### src/rtl/mdio_cfg_pkg.sv
package mdio_cfg_pkg;

    localparam int FRAME_BITS = 64;
    localparam int TA_POS     = 46;
    localparam int DATA_POS   = 48;

    typedef enum logic [3:0] {
        SEQ_IDLE, SEQ_ANEG, SEQ_POLL, SEQ_EVAL,
        SEQ_WR_A, SEQ_WR_B, SEQ_DONE, SEQ_FAIL
    } seq_state_e;

    typedef enum logic [0:0] {
        FRM_IDLE, FRM_SHIFT
    } frm_state_e;

    typedef struct packed {
        logic        rd;
        logic [4:0]  dev;
        logic [4:0]  regad;
        logic [15:0] wdata;
    } mdio_cmd_t;

    function automatic logic [15:0] speed_code(input logic [1:0] fld);
        case (fld)
            2'b10:   speed_code = 16'h0140;
            2'b01:   speed_code = 16'h2100;
            2'b00:   speed_code = 16'h0100;
            default: speed_code = 16'h0000;
        endcase
    endfunction

    function automatic logic [FRAME_BITS-1:0] build_frame(input mdio_cmd_t c);
        build_frame = {32'hFFFF_FFFF, 2'b01,
                       (c.rd ? 2'b10 : 2'b01),
                       c.dev, c.regad,
                       (c.rd ? 2'b11 : 2'b10),
                       (c.rd ? 16'hFFFF : c.wdata)};
    endfunction

endpackage

### src/rtl/mdio_mdc_gen.sv
module mdio_mdc_gen #(
    parameter int CLK_DIV = 40
) (
    input  logic clk,
    input  logic rst_n,
    output logic mdc,
    output logic fall_tick,
    output logic rise_tick
);
    localparam int CW = $clog2(CLK_DIV + 1);

    logic [CW-1:0] cnt_q;
    logic          wrap;

    assign wrap      = (cnt_q == CW'(CLK_DIV - 1));
    assign fall_tick = wrap & mdc;
    assign rise_tick = wrap & ~mdc;

    always_ff @(posedge clk or negedge rst_n) begin
        if (!rst_n) begin
            cnt_q <= '0;
            mdc   <= 1'b0;
        end else if (wrap) begin
            cnt_q <= '0;
            mdc   <= ~mdc;
        end else begin
            cnt_q <= cnt_q + 1'b1;
        end
    end
endmodule

### src/rtl/mdio_frame_engine.sv
module mdio_frame_engine
    import mdio_cfg_pkg::*;
(
    input  logic        clk,
    input  logic        rst_n,
    input  logic        fall_tick,
    input  logic        rise_tick,
    input  logic        go,
    input  mdio_cmd_t   cmd,
    input  logic        mdio_i,
    output logic        mdio_o,
    output logic        mdio_oe,
    output logic        fin,
    output logic [15:0] rdata
);
    localparam int BW = $clog2(FRAME_BITS + 1);

    frm_state_e            state_q, state_d;
    logic [FRAME_BITS-1:0] frame_q;
    logic [BW-1:0]         bit_cnt;
    logic                  is_rd;
    logic                  last;

    assign last = (bit_cnt == BW'(FRAME_BITS));
    assign fin  = (state_q == FRM_SHIFT) && fall_tick && last;

    always_comb begin
        state_d = state_q;
        unique case (state_q)
            FRM_IDLE:  if (go) state_d = FRM_SHIFT;
            FRM_SHIFT: if (fall_tick && last) state_d = FRM_IDLE;
            default:   state_d = FRM_IDLE;
        endcase
    end

    always_ff @(posedge clk or negedge rst_n) begin
        if (!rst_n) state_q <= FRM_IDLE;
        else        state_q <= state_d;
    end

    always_ff @(posedge clk or negedge rst_n) begin
        if (!rst_n) begin
            frame_q <= '0;
            bit_cnt <= '0;
            is_rd   <= 1'b0;
            mdio_o  <= 1'b1;
            mdio_oe <= 1'b0;
            rdata   <= '0;
        end else begin
            if (state_q == FRM_IDLE && go) begin
                frame_q <= build_frame(cmd);
                bit_cnt <= '0;
                is_rd   <= cmd.rd;
            end
            if (state_q == FRM_SHIFT && fall_tick) begin
                if (last) begin
                    mdio_o  <= 1'b1;
                    mdio_oe <= 1'b0;
                end else begin
                    mdio_o  <= frame_q[FRAME_BITS-1];
                    frame_q <= {frame_q[FRAME_BITS-2:0], 1'b1};
                    mdio_oe <= !(is_rd && (bit_cnt >= BW'(TA_POS)));
                    bit_cnt <= bit_cnt + 1'b1;
                end
            end
            if (state_q == FRM_SHIFT && rise_tick && is_rd &&
                (bit_cnt > BW'(DATA_POS)))
                rdata <= {rdata[14:0], mdio_i};
        end
    end
endmodule

### src/rtl/mdio_cfg_seq.sv
module mdio_cfg_seq
    import mdio_cfg_pkg::*;
#(
    parameter logic [4:0]  PHY_ADDR       = 5'd1,
    parameter logic [4:0]  CONV_A_ADDR    = 5'd7,
    parameter logic [4:0]  CONV_B_ADDR    = 5'd8,
    parameter logic [4:0]  CFG_REG        = 5'h10,
    parameter logic [4:0]  CTRL_REG       = 5'h00,
    parameter logic [15:0] AN_RESTART_VAL = 16'h1200,
    parameter logic [4:0]  STAT_REG       = 5'h11,
    parameter int          AN_BIT         = 11,
    parameter int          SPD_HI         = 15,
    parameter int          POLL_LIMIT     = 50000
) (
    input  logic        clk,
    input  logic        rst_n,
    input  logic        start,
    input  logic        restart_an,
    input  logic        fin,
    input  logic [15:0] rdata,
    output logic        go,
    output mdio_cmd_t   cmd,
    output logic        busy,
    output logic        done,
    output logic        error,
    output logic [1:0]  speed
);
    localparam int PCW = $clog2(POLL_LIMIT + 1);

    seq_state_e     state_q, state_d;
    logic [PCW-1:0] poll_cnt;
    logic           an_ok_q;
    logic [1:0]     fld_q;
    logic [15:0]    code_q;

    always_comb begin
        state_d = state_q;
        unique case (state_q)
            SEQ_IDLE: if (start) state_d = restart_an ? SEQ_ANEG : SEQ_POLL;
            SEQ_ANEG: if (fin) state_d = SEQ_POLL;
            SEQ_POLL: if (fin) state_d = SEQ_EVAL;
            SEQ_EVAL: begin
                if (an_ok_q)
                    state_d = (fld_q == 2'b11) ? SEQ_FAIL : SEQ_WR_A;
                else if (poll_cnt == PCW'(POLL_LIMIT - 1))
                    state_d = SEQ_FAIL;
                else
                    state_d = SEQ_POLL;
            end
            SEQ_WR_A: if (fin) state_d = SEQ_WR_B;
            SEQ_WR_B: if (fin) state_d = SEQ_DONE;
            SEQ_DONE: state_d = SEQ_IDLE;
            SEQ_FAIL: state_d = SEQ_IDLE;
            default:  state_d = SEQ_IDLE;
        endcase
    end

    always_ff @(posedge clk or negedge rst_n) begin
        if (!rst_n) state_q <= SEQ_IDLE;
        else        state_q <= state_d;
    end

    always_comb begin
        go  = 1'b0;
        cmd = '{rd: 1'b0, dev: PHY_ADDR, regad: CTRL_REG, wdata: AN_RESTART_VAL};
        unique case (state_q)
            SEQ_ANEG: go = 1'b1;
            SEQ_POLL: begin
                go  = 1'b1;
                cmd = '{rd: 1'b1, dev: PHY_ADDR, regad: STAT_REG, wdata: 16'h0000};
            end
            SEQ_WR_A: begin
                go  = 1'b1;
                cmd = '{rd: 1'b0, dev: CONV_A_ADDR, regad: CFG_REG, wdata: code_q};
            end
            SEQ_WR_B: begin
                go  = 1'b1;
                cmd = '{rd: 1'b0, dev: CONV_B_ADDR, regad: CFG_REG, wdata: code_q};
            end
            default: go = 1'b0;
        endcase
    end

    assign busy = (state_q != SEQ_IDLE);
    assign done = (state_q == SEQ_DONE);

    always_ff @(posedge clk or negedge rst_n) begin
        if (!rst_n) begin
            poll_cnt <= '0;
            an_ok_q  <= 1'b0;
            fld_q    <= 2'b00;
            code_q   <= 16'h0000;
            error    <= 1'b0;
            speed    <= 2'b00;
        end else begin
            if (state_q == SEQ_IDLE && start) begin
                error    <= 1'b0;
                poll_cnt <= '0;
            end
            if (state_q == SEQ_POLL && fin) begin
                an_ok_q <= rdata[AN_BIT];
                fld_q   <= rdata[SPD_HI -: 2];
            end
            if (state_q == SEQ_EVAL) begin
                if (!an_ok_q)
                    poll_cnt <= poll_cnt + 1'b1;
                else if (fld_q != 2'b11) begin
                    code_q <= speed_code(fld_q);
                    speed  <= fld_q;
                end
            end
            if (state_d == SEQ_FAIL)
                error <= 1'b1;
        end
    end
endmodule

### src/rtl/mdio_speed_cfg.sv
module mdio_speed_cfg
    import mdio_cfg_pkg::*;
#(
    parameter int          CLK_DIV        = 40,
    parameter logic [4:0]  PHY_ADDR       = 5'd1,
    parameter logic [4:0]  CONV_A_ADDR    = 5'd7,
    parameter logic [4:0]  CONV_B_ADDR    = 5'd8,
    parameter logic [4:0]  CFG_REG        = 5'h10,
    parameter logic [4:0]  CTRL_REG       = 5'h00,
    parameter logic [15:0] AN_RESTART_VAL = 16'h1200,
    parameter logic [4:0]  STAT_REG       = 5'h11,
    parameter int          AN_BIT         = 11,
    parameter int          SPD_HI         = 15,
    parameter int          POLL_LIMIT     = 50000
) (
    input  logic       clk,
    input  logic       rst_n,
    input  logic       start,
    input  logic       restart_an,
    input  logic       mdio_i,
    output logic       mdc,
    output logic       mdio_o,
    output logic       mdio_oe,
    output logic       busy,
    output logic       done,
    output logic       error,
    output logic [1:0] speed
);
    logic        fall_tick, rise_tick, go, fin;
    mdio_cmd_t   cmd;
    logic [15:0] rdata;

    mdio_mdc_gen #(.CLK_DIV(CLK_DIV)) u_mdc (
        .clk(clk), .rst_n(rst_n), .mdc(mdc),
        .fall_tick(fall_tick), .rise_tick(rise_tick)
    );

    mdio_frame_engine u_eng (
        .clk(clk), .rst_n(rst_n), .fall_tick(fall_tick), .rise_tick(rise_tick),
        .go(go), .cmd(cmd), .mdio_i(mdio_i), .mdio_o(mdio_o),
        .mdio_oe(mdio_oe), .fin(fin), .rdata(rdata)
    );

    mdio_cfg_seq #(
        .PHY_ADDR(PHY_ADDR), .CONV_A_ADDR(CONV_A_ADDR), .CONV_B_ADDR(CONV_B_ADDR),
        .CFG_REG(CFG_REG), .CTRL_REG(CTRL_REG), .AN_RESTART_VAL(AN_RESTART_VAL),
        .STAT_REG(STAT_REG), .AN_BIT(AN_BIT), .SPD_HI(SPD_HI), .POLL_LIMIT(POLL_LIMIT)
    ) u_seq (
        .clk(clk), .rst_n(rst_n), .start(start), .restart_an(restart_an),
        .fin(fin), .rdata(rdata), .go(go), .cmd(cmd), .busy(busy),
        .done(done), .error(error), .speed(speed)
    );
endmodule

### config.mk
export PLATFORM = sky130hd
export DESIGN_NAME = mdio_speed_cfg
export DESIGN_NICKNAME = d
export VERILOG_FILES = /design/src/rtl/mdio_cfg_pkg.sv /design/src/rtl/mdio_mdc_gen.sv /design/src/rtl/mdio_frame_engine.sv /design/src/rtl/mdio_cfg_seq.sv /design/src/rtl/mdio_speed_cfg.sv
export SDC_FILE = /design/constraint.sdc
export NUM_CORES = 1
export LEC_CHECK = 0
export BUFFER_PORTS_ARGS = -buffer_cell sky130_fd_sc_hd__buf_4
export CAP_MARGIN = 10
export CORE_ASPECT_RATIO = 0.7
export CORE_MARGIN = 4
export CORE_UTILIZATION = 62
export CTS_CLUSTER_DIAMETER = 150
export DETAILED_ROUTE_END_ITERATION = 8
export PLACE_DENSITY = 0.79
export REMOVE_ABC_BUFFERS = 1
export SYNTH_ARGS = -nofsm -noshare
export SYNTH_HDL_FRONTEND = slang
export SYNTH_HIERARCHICAL = 1
export SYNTH_SLANG_ARGS = --single-unit
### constraint.sdc
create_clock -name clk -period 2.4 [get_ports clk]
set_input_delay 0.24 -clock clk [delete_from_list [all_inputs] [get_ports clk]]
set_output_delay 0.24 -clock clk [all_outputs]
set_load 0.02 [all_outputs]
# == Word level (Yosys, flattened, before mapping) ==
# Index checks and enable logic that the tools add are counted.
# op_classes
order_cmp,2
add_sub_neg,3
n_mux,33
n_reduce_logical,17
bitwise_logic,4
n_eq_ne,14
# op_table
cell,count
$mux 64,3
$pmux 27 s3,1
$mux 16,4
$pmux 14 s3,1
$mux 4,6
$pmux 4 s6,1
$mux 7,3
$add 16x1->16 const B,1
$eq 16x16->1 const B,1
$eq 4x3->1 const B,4
$logic_and 1x1->1,10
$eq 4x2->1 const B,2
$mux 1,8
$add 7x1->7 const B,1
$eq 7x7->1 const B,1
$ge 7x6->1 const B,1
$gt 7x6->1 const B,1
$add 6x1->6 const B,1
$eq 6x6->1 const B,1
$mux 2,3
$mux 6,1
$eq 2x2->1 const B,2
$eq 4x1->1 const B,1
$logic_not 4->1,1
other kinds (12),14
# totals
in_bits,5
ff_bits,140
wordCells,89

# == Logic depth before layout (Yosys ltp) ==
# depth
ltp_word,8
depth_mapped,10

# == Cells and area by module ==
# Netlist, hierarchy kept.
# by_module_without_submodules
mod,area_each_um2,cells_each,seq_area_each_um2,n_inst
mdio_frame_engine,3948.8,393,2278.4,1
mdio_cfg_seq,1642.8,161,725.7,1
mdio_mdc_gen,301.5,25,175.2,1

# == Worst setup path before layout ==
# No wires, ideal clock.
# synth_timing
path_type,register -> register
startpoint,register u_mdc.cnt_q[0]
endpoint,register u_seq.state_q[0]
path_slack_ns,0.291
path_buffers,0
setup_time_ns,0.126
stages_incl_launch_ff,11
arrival_time_ns,1.983
path_cell_list,dfrtp_1 ha_1 nand3b_1 nor3b_2 and2_1 nand2_1 nor2_1 nor3b_1 a31oi_1 nor2_1 a311o_1
# synth_between
elab_chain_len,6
word_cells_on_any_way,9
# synth_lines
element,line,source
from (decl),mdio_mdc_gen.sv:12,logic [CW-1:0] cnt_q;
from (signal assigned),mdio_mdc_gen.sv:27,cnt_q <= cnt_q + 1'b1;
$eq 6x6->1 *,mdio_mdc_gen.sv:15,assign wrap = (cnt_q == CW'(CLK_DIV - 1));
$and 1x1->1 *,mdio_mdc_gen.sv:16,assign fall_tick = wrap & mdc;
net fall_tick,mdio_speed_cfg.sv:29,"logic fall_tick, rise_tick, go, fin;"
$logic_and 1x1->1 * (2 in series),mdio_frame_engine.sv:25,assign fin = (state_q == FRM_SHIFT) && fall_tick && last;
net fin,mdio_speed_cfg.sv:29,
"$mux 4, on equally long branches",-,
$pmux 4 s6 *,mdio_cfg_seq.sv:38,unique case (state_q)
net u_seq.state_d[0],mdio_cfg_seq.sv:30,"seq_state_e state_q, state_d;"
to (signal assigned),mdio_cfg_seq.sv:60,else state_q <= state_d;
to (decl),mdio_cfg_seq.sv:30,
# Mark *: on every way through the listed nets, which the timed path passes. The rest lies on a longest branch.
# A chain may end at the register's enable or synchronous reset.

# == Final worst setup path ==
# layout_timing
startpoint,register u_mdc.cnt_q[0]
endpoint,register u_eng.frame_q[29]
# layout_between
elab_chain_len,4
# layout_lines
element,line,source
$eq 6x6->1,mdio_mdc_gen.sv:15,
$and 1x1->1,mdio_mdc_gen.sv:16,
net fall_tick,mdio_speed_cfg.sv:29,
$logic_and 1x1->1,mdio_frame_engine.sv:55,if (state_q == FRM_SHIFT && fall_tick) begin
$mux 64,mdio_frame_engine.sv:55,
to (signal assigned),mdio_frame_engine.sv:51,frame_q <= build_frame(cmd);
to (signal assigned),mdio_frame_engine.sv:61,"frame_q <= {frame_q[FRAME_BITS-2:0], 1'b1};"
to (decl),mdio_frame_engine.sv:19,logic [FRAME_BITS-1:0] frame_q;
# The timed path passes the listed nets, and every way through them passes these cells.

==> run_results.csv <==
group,metric,value,unit
status,status,"finished clean",
clocking,clock_sinks,127,
sta,finalCriticalPeriod,2.17,ns
synthesis,synth-seq-cells,127,
synthesis,avgSynthCellArea,10.2,µm²
layout,nets,607,
placed_design,portBuffers,12,
sta,hold_ws,0.0568,ns
clocking,cts_buffer_depth,2,
global_routing,grt_max_degree,63,
sta,tns,0,ns
global_routing,grt.overflow.total,0,
clocking,cts_tree,"yes",
synthesis,synth_cell_types,59,
clocking,worstSkewPairLatency,0.41,ns
route,drcViolationCount,0,
sta,max_slew.worst_pin.slew,0.632,ns
layout,drive_gt1_share,16.2,%
layout,fillers,633,
sta,maxSlewHeadroom,57.8,%
sta,finClkSkew,0.00846,ns
sta,rsz0062_at_grt,"no",
sta,fin_crit_sh,90.3,%
global_routing,use_met1,29.3,%
floorplanning,core-area,9180,µm²
synthesis,synth-warning-count,6,
synthesis,synth_edf_count,0,
placed_design,dp_slack,0.0770,ns
sta,clock.fmax,462,MHz
route,first_pass_iters,5,
worst_setup_path,worstSetupEndpointType,"flop",
route,wl_per_cell,15.3,µm
floorplanning,die_area,11200,µm²
global_routing,grtUsageTotal,21.7,%
sta,hold_viol,0,
global_routing,busiest_layer,"met2",
synthesis,synthFlopType,"dfrtp_1",
placed_design,place_area,6050,µm²
worst_setup_path,required,2.69,ns
clocking,cts_root_buffer,"clkbuf_16",
power,ir_worst_vdd,0.712,mV
synthesis,netlist_top_cells_count,"dfrtp_1 (126), nand2_1 (91), nor2_1 (62), o21ai_0 (55), o21ai_1 (25)",
layout,fin_area,6700,µm²
synthesis,synth.largest_area_cell,"dfrtp_1",
job,max-cap-violations,0,
worst_setup_path,crit_arrival,2.46,ns
global_routing,use_met3,6.03,%
clocking,cts_buffers,17,
route,via_per_inst,5.62,
clocking,clk_pin_slew,0.06,ns
hold_path,hp-class,"in2reg",
route,first_iter_violations,407,
worst_setup_path,worstPathMaxFanout,6,
worst_setup_path,start_kind,"flop",
floorplanning,rows,29,
sta,maxSlewViolCount,0,
synthesis,postSynthCellCount,579,
route,antenna_left,0,
synthesis,synth_area_leaders,"dfrtp_1 (54%), nand2_1 (5.8%), o21ai_0 (4.7%)",
route,routed_wirelength,11.2,mm
power,p_leak,2.90,nW
floorplanning,ios,13,
sta,setup_ws,0.234,ns
global_routing,grt_antenna_before_repair,0,
synthesis,synth.yosys.seq_area_share,53.9,%
placed_design,dp_hpwl,7.00,mm
floorplanning,die_w,125,µm
global_routing,grt_pass1_wl,19.5,mm
synthesis,synthArstFlopShare,100,%
worst_setup_path,critical_path_class,"reg2reg",
floorplanning,start_util,64.2,%
sta,finalSetupViolations,0,
placed_design,gp_congestion,0.828,
route,vias,4124,
clocking,cts.htree.levels,4,
global_routing,grt_pass1_vias,4163,
synthesis,synth.top_cell.area_share,53.5,%
layout,syn2layout_area_growth,13.6,%
floorplanning,die-height,89.6,µm
global_routing,met2_usage,34.9,%
power,fin_total_pwr,5.58,mW
synthesis,synth_area,5890,µm²
layout,antenna_cells,0,
synthesis,yosysMostFrequentCell,"dfrtp_1",
power,power_density,834,nW/µm²
[kinds of logic after synthesis]
group	Yosys count	synth area share, %
DFF	127	53.9
AOI/OAI and AO/OA	106	10.3
and+or+nand+nor	229	18.7
buffers and inverters	54	5.97
muxes	44	7.98
xor gates and xnor gates	13	1.93
adders and majority gates	5	1.06
other	1	0.0636
[sequential cells by signal, summed over array words and instances (netlist names)]
register        flops
u_seq/state_q       4
u_eng/state_q       1
u_mdc/cnt_q         6
u_eng/rdata        16
u_seq/error         1
u_eng/bit_cnt       7
u_mdc/mdc           1
u_seq/poll_cnt     16
u_eng/mdio_oe       1
u_eng/frame_q      64
u_seq/an_ok_q       1
u_eng/is_rd         1
u_eng/mdio_o        1
u_seq/speed         2
u_seq/code_q        3
u_seq/fld_q         2
[routing by layer]
metal	routed length, µm	vias up	share of wire (%)
met2	5250	99	47
met1	5350	2015	48
met5	0	-	0
met4	125	0	1.1
met3	494	14	4.4
li1	-	1996	-
[critical path, stage by stage (launching register included)]
cell      delay (ns)
dfrtp_1         0.40
ha_1            0.23
nand3b_1        0.13
nor3b_2         0.22
and2_1          0.19
nand2_2         0.12
a41oi_4         0.23
buf_12          0.16
nor2_1          0.06
a221o_1         0.30
[report_power, final]
group	internal, mW	total [mW]	switching, mW
Clock	1.47	2.45	0.985
Sequential	2.45	2.63	0.178
Combinational	0.221	0.497	0.276
[final timing paths]
check                                             from                          end  slack, ns  cells after the start
hold reg to reg            u_eng/frame_q[41]$_DFF_PN0_  u_eng/frame_q[42]$_DFF_PN0_       0.48                      2
max in group asynchronous                        rst_n  u_eng/frame_q[20]$_DFF_PN0_       1.34                      3
setup reg to reg              u_mdc/cnt_q[0]$_DFF_PN0_  u_eng/frame_q[29]$_DFF_PN0_       0.23                      9
setup / recovery              u_mdc/cnt_q[0]$_DFF_PN0_  u_eng/frame_q[29]$_DFF_PN0_       0.23                      9
min in group asynchronous                        rst_n  u_eng/frame_q[57]$_DFF_PN0_       0.37                      2
hold / removal                                  mdio_i   u_eng/rdata[0]$_DFFE_PN0P_       0.06                      2
[what timing repair did]
item	4_1_cts	5_1_grt
hold buffers	1	0
setup buffers	0	1
resized for setup	0	6
setup endpoints to repair	0	33
endpoints found under the hold margin	38	0
[metrics by stage]
| stage | utilization, % | std cells |
|---|---|---|
| after global placement | 65.9 | 699 |
| after CTS | 72.2 | 732 |
| after detailed placement | 65.9 | 699 |
| final | 72.9 | 734 |
| after floorplan | - | 546 |
| after global routing | 72.9 | 734 |
[area by class of cell]
type | instances | area (µm²) | area share [%]
tap | 124 | 155 | 2.32
inverter | 6 | 22.5 | 0.336
timing repair buffer | 32 | 327 | 4.88
sequential | 127 | 3180 | 47.5
multi-input combinational | 413 | 2440 | 36.5
clock buffer | 19 | 443 | 6.62
clock inverter | 13 | 128 | 1.91
[cells in the final DEF (no fill, tap or decap), types with 2 or more instances in the layout]
| cell | Yosys | final |
|---|---|---|
| xor2_1 | 10 | 10 |
| nor2_1 | 62 | 61 |
| mux2_2 | 24 | 24 |
| nor3_1 | 5 | 5 |
| ha_1 | 5 | 5 |
| nand2_1 | 91 | 90 |
| or3_1 | 16 | 16 |
| clkinv_4 | 0 | 3 |
| clkinvlp_4 | 0 | 3 |
| o211ai_1 | 3 | 3 |
| mux2i_1 | 20 | 20 |
| o21ai_1 | 25 | 25 |
| inv_6 | 0 | 5 |
| buf_12 | 0 | 5 |
| o31ai_1 | 2 | 2 |
| dfrtp_1 | 126 | 126 |
| and4b_1 | 2 | 2 |
| conb_1 | 1 | 16 |
| nand4_1 | 9 | 9 |
| buf_4 | 20 | 24 |
| and2_1 | 6 | 7 |
| o21ai_0 | 55 | 55 |
| a221o_1 | 2 | 2 |
| a21oi_1 | 8 | 8 |
| nand2b_1 | 4 | 4 |
| xnor2_1 | 3 | 3 |
| and3_1 | 5 | 5 |
| inv_1 | 6 | 6 |
| nand3_1 | 8 | 8 |
| nor3b_1 | 3 | 3 |
| clkbuf_16 | 0 | 18 |
(Power assumes the default switching activity.)
